`src/rtl/ras_pkg.sv`:
```
package ras_pkg;
  typedef enum logic [1:0] {
    OP_BR   = 2'b00,
    OP_CALL = 2'b01,
    OP_RET  = 2'b10,
    OP_RSV  = 2'b11
  } op_kind_e;
endpackage

```
`src/rtl/ras_stack.sv`:
```
// Circular storage of return addresses with per-entry valid bits.
module ras_stack #(
  parameter int DEPTH  = 16,
  parameter int ADDR_W = 32,
  localparam int PTR_W = $clog2(DEPTH)
) (
  input  logic              clk,
  input  logic              rst_n,
  input  logic              flush,
  input  logic              restore,
  input  logic [PTR_W-1:0]  rs_ptr,
  input  logic [ADDR_W-1:0] rs_val,
  input  logic              rs_vld,
  input  logic              push,
  input  logic [ADDR_W-1:0] push_addr,
  input  logic              pop,
  output logic [PTR_W-1:0]  top_ptr,
  output logic [ADDR_W-1:0] top_val,
  output logic              top_vld
);
  logic [ADDR_W-1:0] mem [DEPTH];
  logic [DEPTH-1:0]  vld;
  logic [PTR_W-1:0]  ptr;
  logic [PTR_W-1:0]  ptr_up;
  logic [PTR_W-1:0]  ptr_dn;
  logic              pop_take;

  assign ptr_up   = ptr + PTR_W'(1);
  assign ptr_dn   = ptr - PTR_W'(1);
  assign pop_take = pop && vld[ptr];

  always_ff @(posedge clk) begin
    if (!rst_n) begin
      ptr <= '0;
      vld <= '0;
    end else if (flush) begin
      ptr <= '0;
      vld <= '0;
    end else if (restore) begin
      ptr         <= rs_ptr;
      vld[rs_ptr] <= rs_vld;
    end else if (push) begin
      ptr         <= ptr_up;
      vld[ptr_up] <= 1'b1;
    end else if (pop_take) begin
      ptr      <= ptr_dn;
      vld[ptr] <= 1'b0;
    end
  end

  always_ff @(posedge clk) begin
    if (rst_n && !flush) begin
      if (restore) begin
        mem[rs_ptr] <= rs_val;
      end else if (push) begin
        mem[ptr_up] <= push_addr;
      end
    end
  end

  assign top_ptr = ptr;
  assign top_val = mem[ptr];
  assign top_vld = vld[ptr];
endmodule

```
`src/rtl/ras_ckpt.sv`:
```
// Ring of in-order checkpoints: pointer, top value and top valid bit.
module ras_ckpt #(
  parameter int TAG_W  = 3,
  parameter int PTR_W  = 4,
  parameter int ADDR_W = 32,
  localparam int SLOTS = 1 << TAG_W
) (
  input  logic              clk,
  input  logic              rst_n,
  input  logic              alloc,
  input  logic [PTR_W-1:0]  in_ptr,
  input  logic [ADDR_W-1:0] in_val,
  input  logic              in_vld,
  input  logic              retire,
  input  logic              fix,
  input  logic [TAG_W-1:0]  fix_tag,
  output logic [TAG_W-1:0]  head_tag,
  output logic              full,
  output logic              fix_live,
  output logic [PTR_W-1:0]  out_ptr,
  output logic [ADDR_W-1:0] out_val,
  output logic              out_vld
);
  logic [PTR_W-1:0]  sv_ptr [SLOTS];
  logic [ADDR_W-1:0] sv_val [SLOTS];
  logic [SLOTS-1:0]  sv_vld;
  logic [SLOTS-1:0]  live, live_nx, kill;
  logic [TAG_W-1:0]  head, tail, head_nx, tail_nx, span;
  logic              retire_take;

  assign span        = head - fix_tag;
  assign retire_take = retire && live[tail];

  for (genvar g = 0; g < SLOTS; g++) begin : g_kill
    assign kill[g] = (span == '0) || ((TAG_W'(g) - fix_tag) < span);
  end

  always_comb begin
    live_nx = live;
    head_nx = head;
    tail_nx = tail;
    if (fix) begin
      if (live[fix_tag]) begin
        live_nx = live & ~kill;
        head_nx = fix_tag;
      end else begin
        live_nx = '0;
        head_nx = '0;
        tail_nx = '0;
      end
    end else begin
      if (alloc) begin
        live_nx[head] = 1'b1;
        head_nx       = head + TAG_W'(1);
      end
      if (retire_take) begin
        live_nx[tail] = 1'b0;
        tail_nx       = tail + TAG_W'(1);
      end
    end
  end

  always_ff @(posedge clk) begin
    if (!rst_n) begin
      live <= '0;
      head <= '0;
      tail <= '0;
    end else begin
      live <= live_nx;
      head <= head_nx;
      tail <= tail_nx;
    end
  end

  always_ff @(posedge clk) begin
    if (alloc && !fix) begin
      sv_ptr[head] <= in_ptr;
      sv_val[head] <= in_val;
      sv_vld[head] <= in_vld;
    end
  end

  assign head_tag = head;
  assign full     = live[head];
  assign fix_live = live[fix_tag];
  assign out_ptr  = sv_ptr[fix_tag];
  assign out_val  = sv_val[fix_tag];
  assign out_vld  = sv_vld[fix_tag];
endmodule

```
`src/rtl/ras_predictor.sv`:
```
module ras_predictor #(
  parameter int DEPTH  = 16,
  parameter int ADDR_W = 32,
  parameter int TAG_W  = 3,
  localparam int PTR_W = $clog2(DEPTH)
) (
  input  logic              clk,
  input  logic              rst_n,
  input  logic              op_valid,
  output logic              op_ready,
  input  logic [1:0]        op_kind,
  input  logic [ADDR_W-1:0] op_ret_addr,
  output logic [TAG_W-1:0]  op_tag,
  output logic              pred_valid,
  output logic [ADDR_W-1:0] pred_target,
  input  logic              commit_valid,
  output logic              commit_ready,
  input  logic              fix_valid,
  input  logic [TAG_W-1:0]  fix_tag
);
  import ras_pkg::*;

  logic              accept, is_call, is_ret;
  logic              restore, flush, ck_full, ck_live;
  logic [PTR_W-1:0]  top_ptr, ck_ptr;
  logic [ADDR_W-1:0] top_val, ck_val;
  logic              top_vld, ck_vld;

  assign is_call      = op_kind == OP_CALL;
  assign is_ret       = op_kind == OP_RET;
  assign op_ready     = !fix_valid && !ck_full;
  assign commit_ready = !fix_valid;
  assign accept       = op_valid && op_ready;
  assign restore      = fix_valid && ck_live;
  assign flush        = fix_valid && !ck_live;

  ras_stack #(.DEPTH(DEPTH), .ADDR_W(ADDR_W)) u_stack (
    .clk       (clk),
    .rst_n     (rst_n),
    .flush     (flush),
    .restore   (restore),
    .rs_ptr    (ck_ptr),
    .rs_val    (ck_val),
    .rs_vld    (ck_vld),
    .push      (accept && is_call),
    .push_addr (op_ret_addr),
    .pop       (accept && is_ret),
    .top_ptr   (top_ptr),
    .top_val   (top_val),
    .top_vld   (top_vld)
  );

  ras_ckpt #(.TAG_W(TAG_W), .PTR_W(PTR_W), .ADDR_W(ADDR_W)) u_ckpt (
    .clk      (clk),
    .rst_n    (rst_n),
    .alloc    (accept),
    .in_ptr   (top_ptr),
    .in_val   (top_val),
    .in_vld   (top_vld),
    .retire   (commit_valid && commit_ready),
    .fix      (fix_valid),
    .fix_tag  (fix_tag),
    .head_tag (op_tag),
    .full     (ck_full),
    .fix_live (ck_live),
    .out_ptr  (ck_ptr),
    .out_val  (ck_val),
    .out_vld  (ck_vld)
  );

  assign pred_valid  = accept && is_ret && top_vld;
  assign pred_target = top_val;
endmodule

```
`config.mk`:
```
export PLATFORM = sky130hd
export DESIGN_NAME = ras_predictor
export DESIGN_NICKNAME = d
export VERILOG_FILES = /design/src/rtl/ras_pkg.sv /design/src/rtl/ras_stack.sv /design/src/rtl/ras_ckpt.sv /design/src/rtl/ras_predictor.sv
export SDC_FILE = /design/constraint.sdc
export NUM_CORES = 1
export LEC_CHECK = 0
export CAP_MARGIN = 10
export CORE_MARGIN = 2
export CORE_UTILIZATION = 50
export DETAILED_ROUTE_END_ITERATION = 10
export PLACE_DENSITY = 0.66
export SYNTH_ARGS = -nofsm -noshare
export SYNTH_HDL_FRONTEND = slang
export SYNTH_HIERARCHICAL = 1
export SYNTH_SLANG_ARGS = --single-unit
```
`constraint.sdc`:
```
create_clock -name clk -period 8.58 [get_ports clk]
set_input_delay 0.858 -clock clk [delete_from_list [all_inputs] [get_ports clk]]
set_output_delay 0.858 -clock clk [all_outputs]
set_load 0.01 [all_outputs]
```
==> impl_metrics.csv, run 1 <==
group,metric,value,unit
status,outcome,"complete, no violations",
pwr,powerDensity,228,nW/um2
timing,slew-limit-headroom,20.7,%
synthesis,avgSynthCellArea,20.5,um2
floorplanning,die_area,71000,um2
route,vias,17098,
cts,max-clock-path-buffers,3,
synthesis,synth_warnings,6,
pwr,ir_worst_vdd,0.160,mV
placement,port_buffers,79,
cts,cts_made_buffers,85,
critical_path,cp.arrival,5.83,ns
timing,worst_pin_slew,1.19,ns
route,vias_per_cell,6.25,
critical_path,crit_type,"register to register",
synthesis,synth_top_cells_by_area,"edfxtp_1 70%, mux4_2 15%, mux2_2 2.5%",
cts,cts_resized,0,
cts,tritoncts,"built",
placement,dp_hpwl,44.7,mm
synthesis,async_reset_ff_share,0,%
layout,stdcell_count,2735,
global_route,grtUsageMet3,3.67,%
timing,fin_setup_tns,0,ns
placement,gp_congestion,0.843,
synthesis,synth-main-ff-cell,"edfxtp_1",
global_route,grt_pass1_wl,114,mm
job,cap_violations,0,
global_route,antenna_found_initial,4,
cts,cts_hold_buf,0,
layout,syn2layout_area_growth,13.4,%
synthesis,synth_top_area_share,70.5,%
cts,clk_root_buffer_cell,"clkbuf_16",
timing,hold_viol_final,0,
min_path,hold_class,"register to register",
global_route,grt_pass1_vias,17442,
route,detail-route-antenna-nets,0,
timing,setup_viol,0,
floorplanning,start_util,50.4,%
critical_path,worstPathMaxFanout,41,
floorplanning,fp-row-count,96,
synthesis,ys_seq_area_share,72.7,%
global_route,gr-max-usage-layer,"met2",
route,dr.first_iter.drc_count,1805,
critical_path,crit_path_frequent_cell,"buf_4",
global_route,use_met1,32.2,%
route,dr.pass1.iters,5,
synthesis,synth_edf_count,808,
layout,post-route-util,57.1,%
critical_path,cp_top_family,"simple AND/OR/NAND/NOR gates",
timing,fin_ws,3.06,ns
synthesis,synth.distinct_cells,87,
critical_path,slowest_stage,"nor2_4",
layout,most-common-layout-cells,"808 x edfxtp_1, 235 x mux4_2, 88 x clkbuf_16",
synthesis,synth_seq_cells,846,
critical_path,crit_buf_inv,3,
cts,cts_setup_buffers,0,
layout,drive_gt1_share,28.4,%
layout,layout_commonest_cell,"edfxtp_1",
global_route,grt_max_degree,51,
critical_path,crit_path_cell_trace,"mux2_2 -> a22o_1 -> a221o_1 -> or3b_4 -> nor3b_2 -> buf_4 -> and2b_1 -> and2_2 -> buf_4 -> mux2_2 -> nand2_1 -> nor2_4 -> buf_4",
floorplanning,die_y,266,um
synthesis,synth_top_cell_by_area,"edfxtp_1",
placement,dp_cells,2580,
cts,clk_latency,0.63,ns
cts,clkSinkCount,846,
route,drc,0,
floorplanning,coreArea,68300,um2
layout,layout.nets,1844,
critical_path,worstSetupEndpointType,"register",
timing,rsz0062_at_grt,"no",
cts,path_clk_slew,0.06,ns
timing,slew_violations,0,
critical_path,crit_path_start_kind,"register",
timing,fmax,0.181,GHz
floorplanning,fp.dieW,266,um
placement,dp_slack,2.43,ns
synthesis,synthCells,1678,
critical_path,crit_required,8.90,ns
synthesis,syn_nets,1737,
critical_path,cpPeakStageDelay,0.80,ns
layout,diodes,0,
global_route,use_met2,34.5,%
global_route,grt.overflow.total,0,
floorplanning,io_pins,80,
cts,htree_levels,3,
route,wirelength,76.5,mm
global_route,grtUsageTotal,22.0,%
timing,min_period,5.52,ns
timing,fin_crit_sh,64.3,%
pwr,power_leakage,12.0,nW
timing,clock_skew,0.0354,ns
route,wl_per_cell,28.0,um
synthesis,synth_area,34400,um2
-- Yosys cell counts (10+ instances only) --
| library cell | count |
|---|---|
| a21oi_1 | 50 |
| a31oi_1 | 10 |
| buf_2 | 34 |
| clkbuf_1 | 51 |
| dfxtp_1 | 38 |
| edfxtp_1 | 808 |
| ha_1 | 16 |
| inv_1 | 19 |
| mux2_2 | 76 |
| mux2i_1 | 21 |
| mux4_2 | 235 |
| nand2_1 | 50 |
| nand3_1 | 12 |
| nor2_1 | 56 |
| nor2b_1 | 13 |
| nor3_1 | 12 |
| o21ai_0 | 18 |
-- final cells by class --
type	instances	area (um2)
clock buffer	111	2300
clock inverter	44	417
fill	4944	29300
inverter	21	78.8
multi-input combinational	712	9040
sequential	846	25000
tap	882	1100
timing repair buffer	119	1080
-- flip-flops by register name, indices dropped and copies added, names as in the netlist, named ones only --
signal,flops
u_ckpt/live,8
u_ckpt/sv_ptr,32
u_ckpt/sv_val,256
u_stack/vld,16
u_stack/mem,512
u_ckpt/sv_vld,8
u_ckpt/tail,3
u_ckpt/head_tag,3
u_stack/top_ptr,4
-- power breakdown --
part | internal (mW) | switching [mW] | total [mW]
clock | 2.08 | 1.52 | 3.60
combinational | 0.279 | 0.386 | 0.664
sequential | 4.62 | 0.0358 | 4.65
total | 6.97 | 1.94 | 8.92
-- layer usage --
layer | vias up | routed length [um]
met5 | - | 0
met4 | 0 | 2050
met3 | 122 | 5020
met2 | 629 | 36500
met1 | 9115 | 33000
li1 | 7232 | -
-- final timing paths --
path | slack (ns) | endpoint | from | cells after the start
worst min-delay path | 0.51 | u_stack/vld[13]$_SDFFE_PP0P_ | u_stack/vld[13]$_SDFFE_PP0P_ | 2
worst max-delay path | 3.06 | u_stack/mem[7][31]$_DFFE_PP_ | u_ckpt/head_tag[1]$_SDFFE_PN0P_ | 13
worst max register to register | 3.06 | u_stack/mem[7][31]$_DFFE_PP_ | u_ckpt/head_tag[1]$_SDFFE_PN0P_ | 13
worst min register to register | 0.51 | u_stack/vld[13]$_SDFFE_PP0P_ | u_stack/vld[13]$_SDFFE_PP0P_ | 2
-- worst register-to-register path, cell delays in order, from the launching register on --
cell and delay, ns:
dfxtp_1 0.67, mux2_2 0.40, a22o_1 0.18, a221o_1 0.35, or3b_4 0.41, nor3b_2 0.18
buf_4 0.32, and2b_1 0.25, and2_2 0.16, buf_4 0.59, mux2_2 0.31, nand2_1 0.23
nor2_4 0.80, buf_4 0.38
-- per-stage QoR --
stage               hold slack (ns)  area [um2]  power, mW
detailed placement            0.492       36300       5.41
global placement              0.483       36300       5.40
CTS                           0.505       39000       9.00
global route                  0.534       39000       9.20
finish                        0.507       39000       8.92
floorplan                     0.457       34400       5.16
-- cell families after synthesis --
kind of cell | share of synthesized area (%)
compound gates | 3.50
fa+ha+maj | 0.640
mux | 18.6
flops | 72.7
buf+inv | 1.59
xor+xnor | 0.218
simple gates | 2.77
No activity file was read; power rests on OpenSTA's default activity.
==> inputs of run 2 (changes only) <==
- clock period: 8.58 -> 5.31 ns (I/O delays scaled with it)
==> impl_metrics.csv, run 2 (synthesized netlist as in run 1, its figures left out) <==
group,metric,value,unit
floorplanning,start_util,50.4,%
critical_path,cp.arrival,5.19,ns
critical_path,worstPathMaxFanout,23,
route,wl_per_cell,28.3,um
layout,regArea,25000,um2
timing,min_period,4.80,ns
placement,gp_congestion,0.883,
critical_path,slowest_stage,"mux2i_1",
timing,setup_viol,0,
cts,clk_root_buffer_cell,"clkbuf_16",
route,vias_per_cell,6.27,
route,drc,0,
floorplanning,die_area,71000,um2
timing,fmax,0.208,GHz
cts,max-clock-path-buffers,3,
floorplanning,coreArea,68300,um2
critical_path,worstSetupEndpointType,"register",
pwr,combPwrFrac,7.5,%
timing,hold_ws,0.344,ns
pwr,powerDensity,375,nW/um2
status,outcome,"complete, no violations",
placement,dp_hpwl,48.0,mm
timing,worst_pin_slew,1.10,ns
floorplanning,die_y,266,um
layout,layout.nets,1865,
pwr,power,14.9,mW
layout,most-common-layout-cells,"808 x edfxtp_1, 235 x mux4_2, 87 x clkbuf_16",
global_route,grt_pass1_wl,116,mm
pwr,p_int,11.6,mW
timing,slew-limit-headroom,24.6,%
timing,fin_crit_sh,90.4,%
cts,cts_setup_buffers,0,
route,dr.pass1.iters,5,
floorplanning,fp-row-count,96,
global_route,grt_max_degree,56,
timing,clock_skew,0.0399,ns
layout,layout_commonest_cell,"edfxtp_1",
pwr,clockPowerShare,42.0,%
cts,cts_made_buffers,87,
cts,clkSinkCount,846,
critical_path,crit_path_start_kind,"register",
critical_path,cpPeakStageDelay,0.90,ns
pwr,ir_worst_vdd,0.314,mV
critical_path,crit_required,5.70,ns
route,detail-route-antenna-nets,0,
cts,cts_resized,0,
cts,tritoncts,"built",
cts,htree_levels,3,
job,cap_violations,0,
layout,regMostFlops,"u_stack/mem",
global_route,antenna_found_initial,2,
critical_path,crit_buf_inv,2,
critical_path,cp_top_family,"simple AND/OR/NAND/NOR gates",
floorplanning,fp.dieW,266,um
timing,rsz0062_at_grt,"no",
placement,dp_cells,2599,
critical_path,crit_type,"register to register",
global_route,grtUsageTotal,22.5,%
critical_path,crit_path_cell_trace,"mux2_2 -> a22o_1 -> a221o_1 -> or3b_4 -> nor3b_2 -> and2b_1 -> and2_2 -> buf_4 -> mux2i_1 -> nor2_4 -> buf_12",
pwr,netSwitchingFraction,22.1,%
route,vias,17316,
timing,hold_viol_final,0,
timing,slew_violations,0,
pwr,p_sw,3.29,mW
timing,fin_setup_tns,0,ns
global_route,grt_pass1_vias,17526,
min_path,hold_class,"primary input to register",
global_route,grt.overflow.total,0,
route,wirelength,78.3,mm
floorplanning,io_pins,80,
layout,stdcell_count,2763,
pwr,power_leakage,12.2,nW
layout,drive_gt1_share,30.0,%
layout,fill_cells,4865,
pwr,seqPwrFrac,50.5,%
layout,largest_reg_flops,512,
cts,cts_hold_buf,0,
layout,top_regs,"u_stack/mem (512), u_ckpt/sv_val (256), u_ckpt/sv_ptr (32)",
cts,path_clk_slew,0.06,ns
placement,port_buffers,79,
layout,multi_input_area,9050,um2
route,dr.first_iter.drc_count,1835,
cts,clk_latency,0.66,ns
layout,syn2layout_area_growth,15.2,%
run 2: changes by cell type in the layout (fill, tap and decap cells not counted), sizes merged:
cell	change
buf	+19
bufinv	+5
clkinvlp	+4
clkinv	-3
diode	+3
run 2: worst register-to-register path, cell delays in order (launching register included):
cell     delay [ns]
dfxtp_1        0.75
mux2_2         0.41
a22o_1         0.17
a221o_1        0.32
or3b_4         0.40
nor3b_2        0.21
and2b_1        0.25
and2_2         0.35
buf_4          0.22
mux2i_1        0.91
nor2_4         0.27
buf_12         0.27
run 2: area by class of cell:
cell class / instances / share of cell area [%]
inverter: 21 / 0.199
clock inverter: 50 / 1.70
clock buffer: 111 / 5.82
sequential: 846 / 63.1
timing repair buffer: 138 / 3.53
tap: 882 / 2.78
multi-input combinational: 712 / 22.8
antenna: 3 / 0.0189
run 2: worst paths after layout:
check	from	slack, ns	end	depth (start not counted)
max	u_ckpt/head_tag[1]$_SDFFE_PN0P_	0.51	u_stack/mem[10][17]$_DFFE_PP_	11
min	fix_tag[2]	0.34	u_ckpt/head_tag[2]$_SDFFE_PN0P_	3
min reg2reg	u_stack/vld[4]$_SDFFE_PP0P_	0.51	u_stack/vld[4]$_SDFFE_PP0P_	2
max reg2reg	u_ckpt/head_tag[1]$_SDFFE_PN0P_	0.51	u_stack/mem[10][17]$_DFFE_PP_	11
run 2: power groups by stage:
stage          sequential (mW)  clock, mW  combinational, mW
3_5_place_dp              7.66          0               1.12
4_1_cts                   7.52       6.36               1.13
3_3_place_gp              7.66          0               1.10
5_1_grt                   7.52       6.63               1.20
6_report                  7.52       6.24               1.12
2_1_floorplan             7.62          0              0.726
run 2: metrics by stage:
step	cell area, um2	util, %	setup slack (ns)
CTS	39600	58.0	0.573
floorplan	34400	-	0.304
global placement	36700	53.6	0.590
detailed placement	36700	53.6	0.513
finish	39700	58.0	0.507
global route	39600	58.0	0.379
run 2: routing by layer:
metal | vias up | global-route usage, % | wire (um)
met5 | - | 0 | 24
met4 | 4 | 5.62 | 1660
met3 | 129 | 5.22 | 6390
met2 | 695 | 34.6 | 36600
met1 | 9213 | 32.9 | 33600
li1 | 7275 | - | -
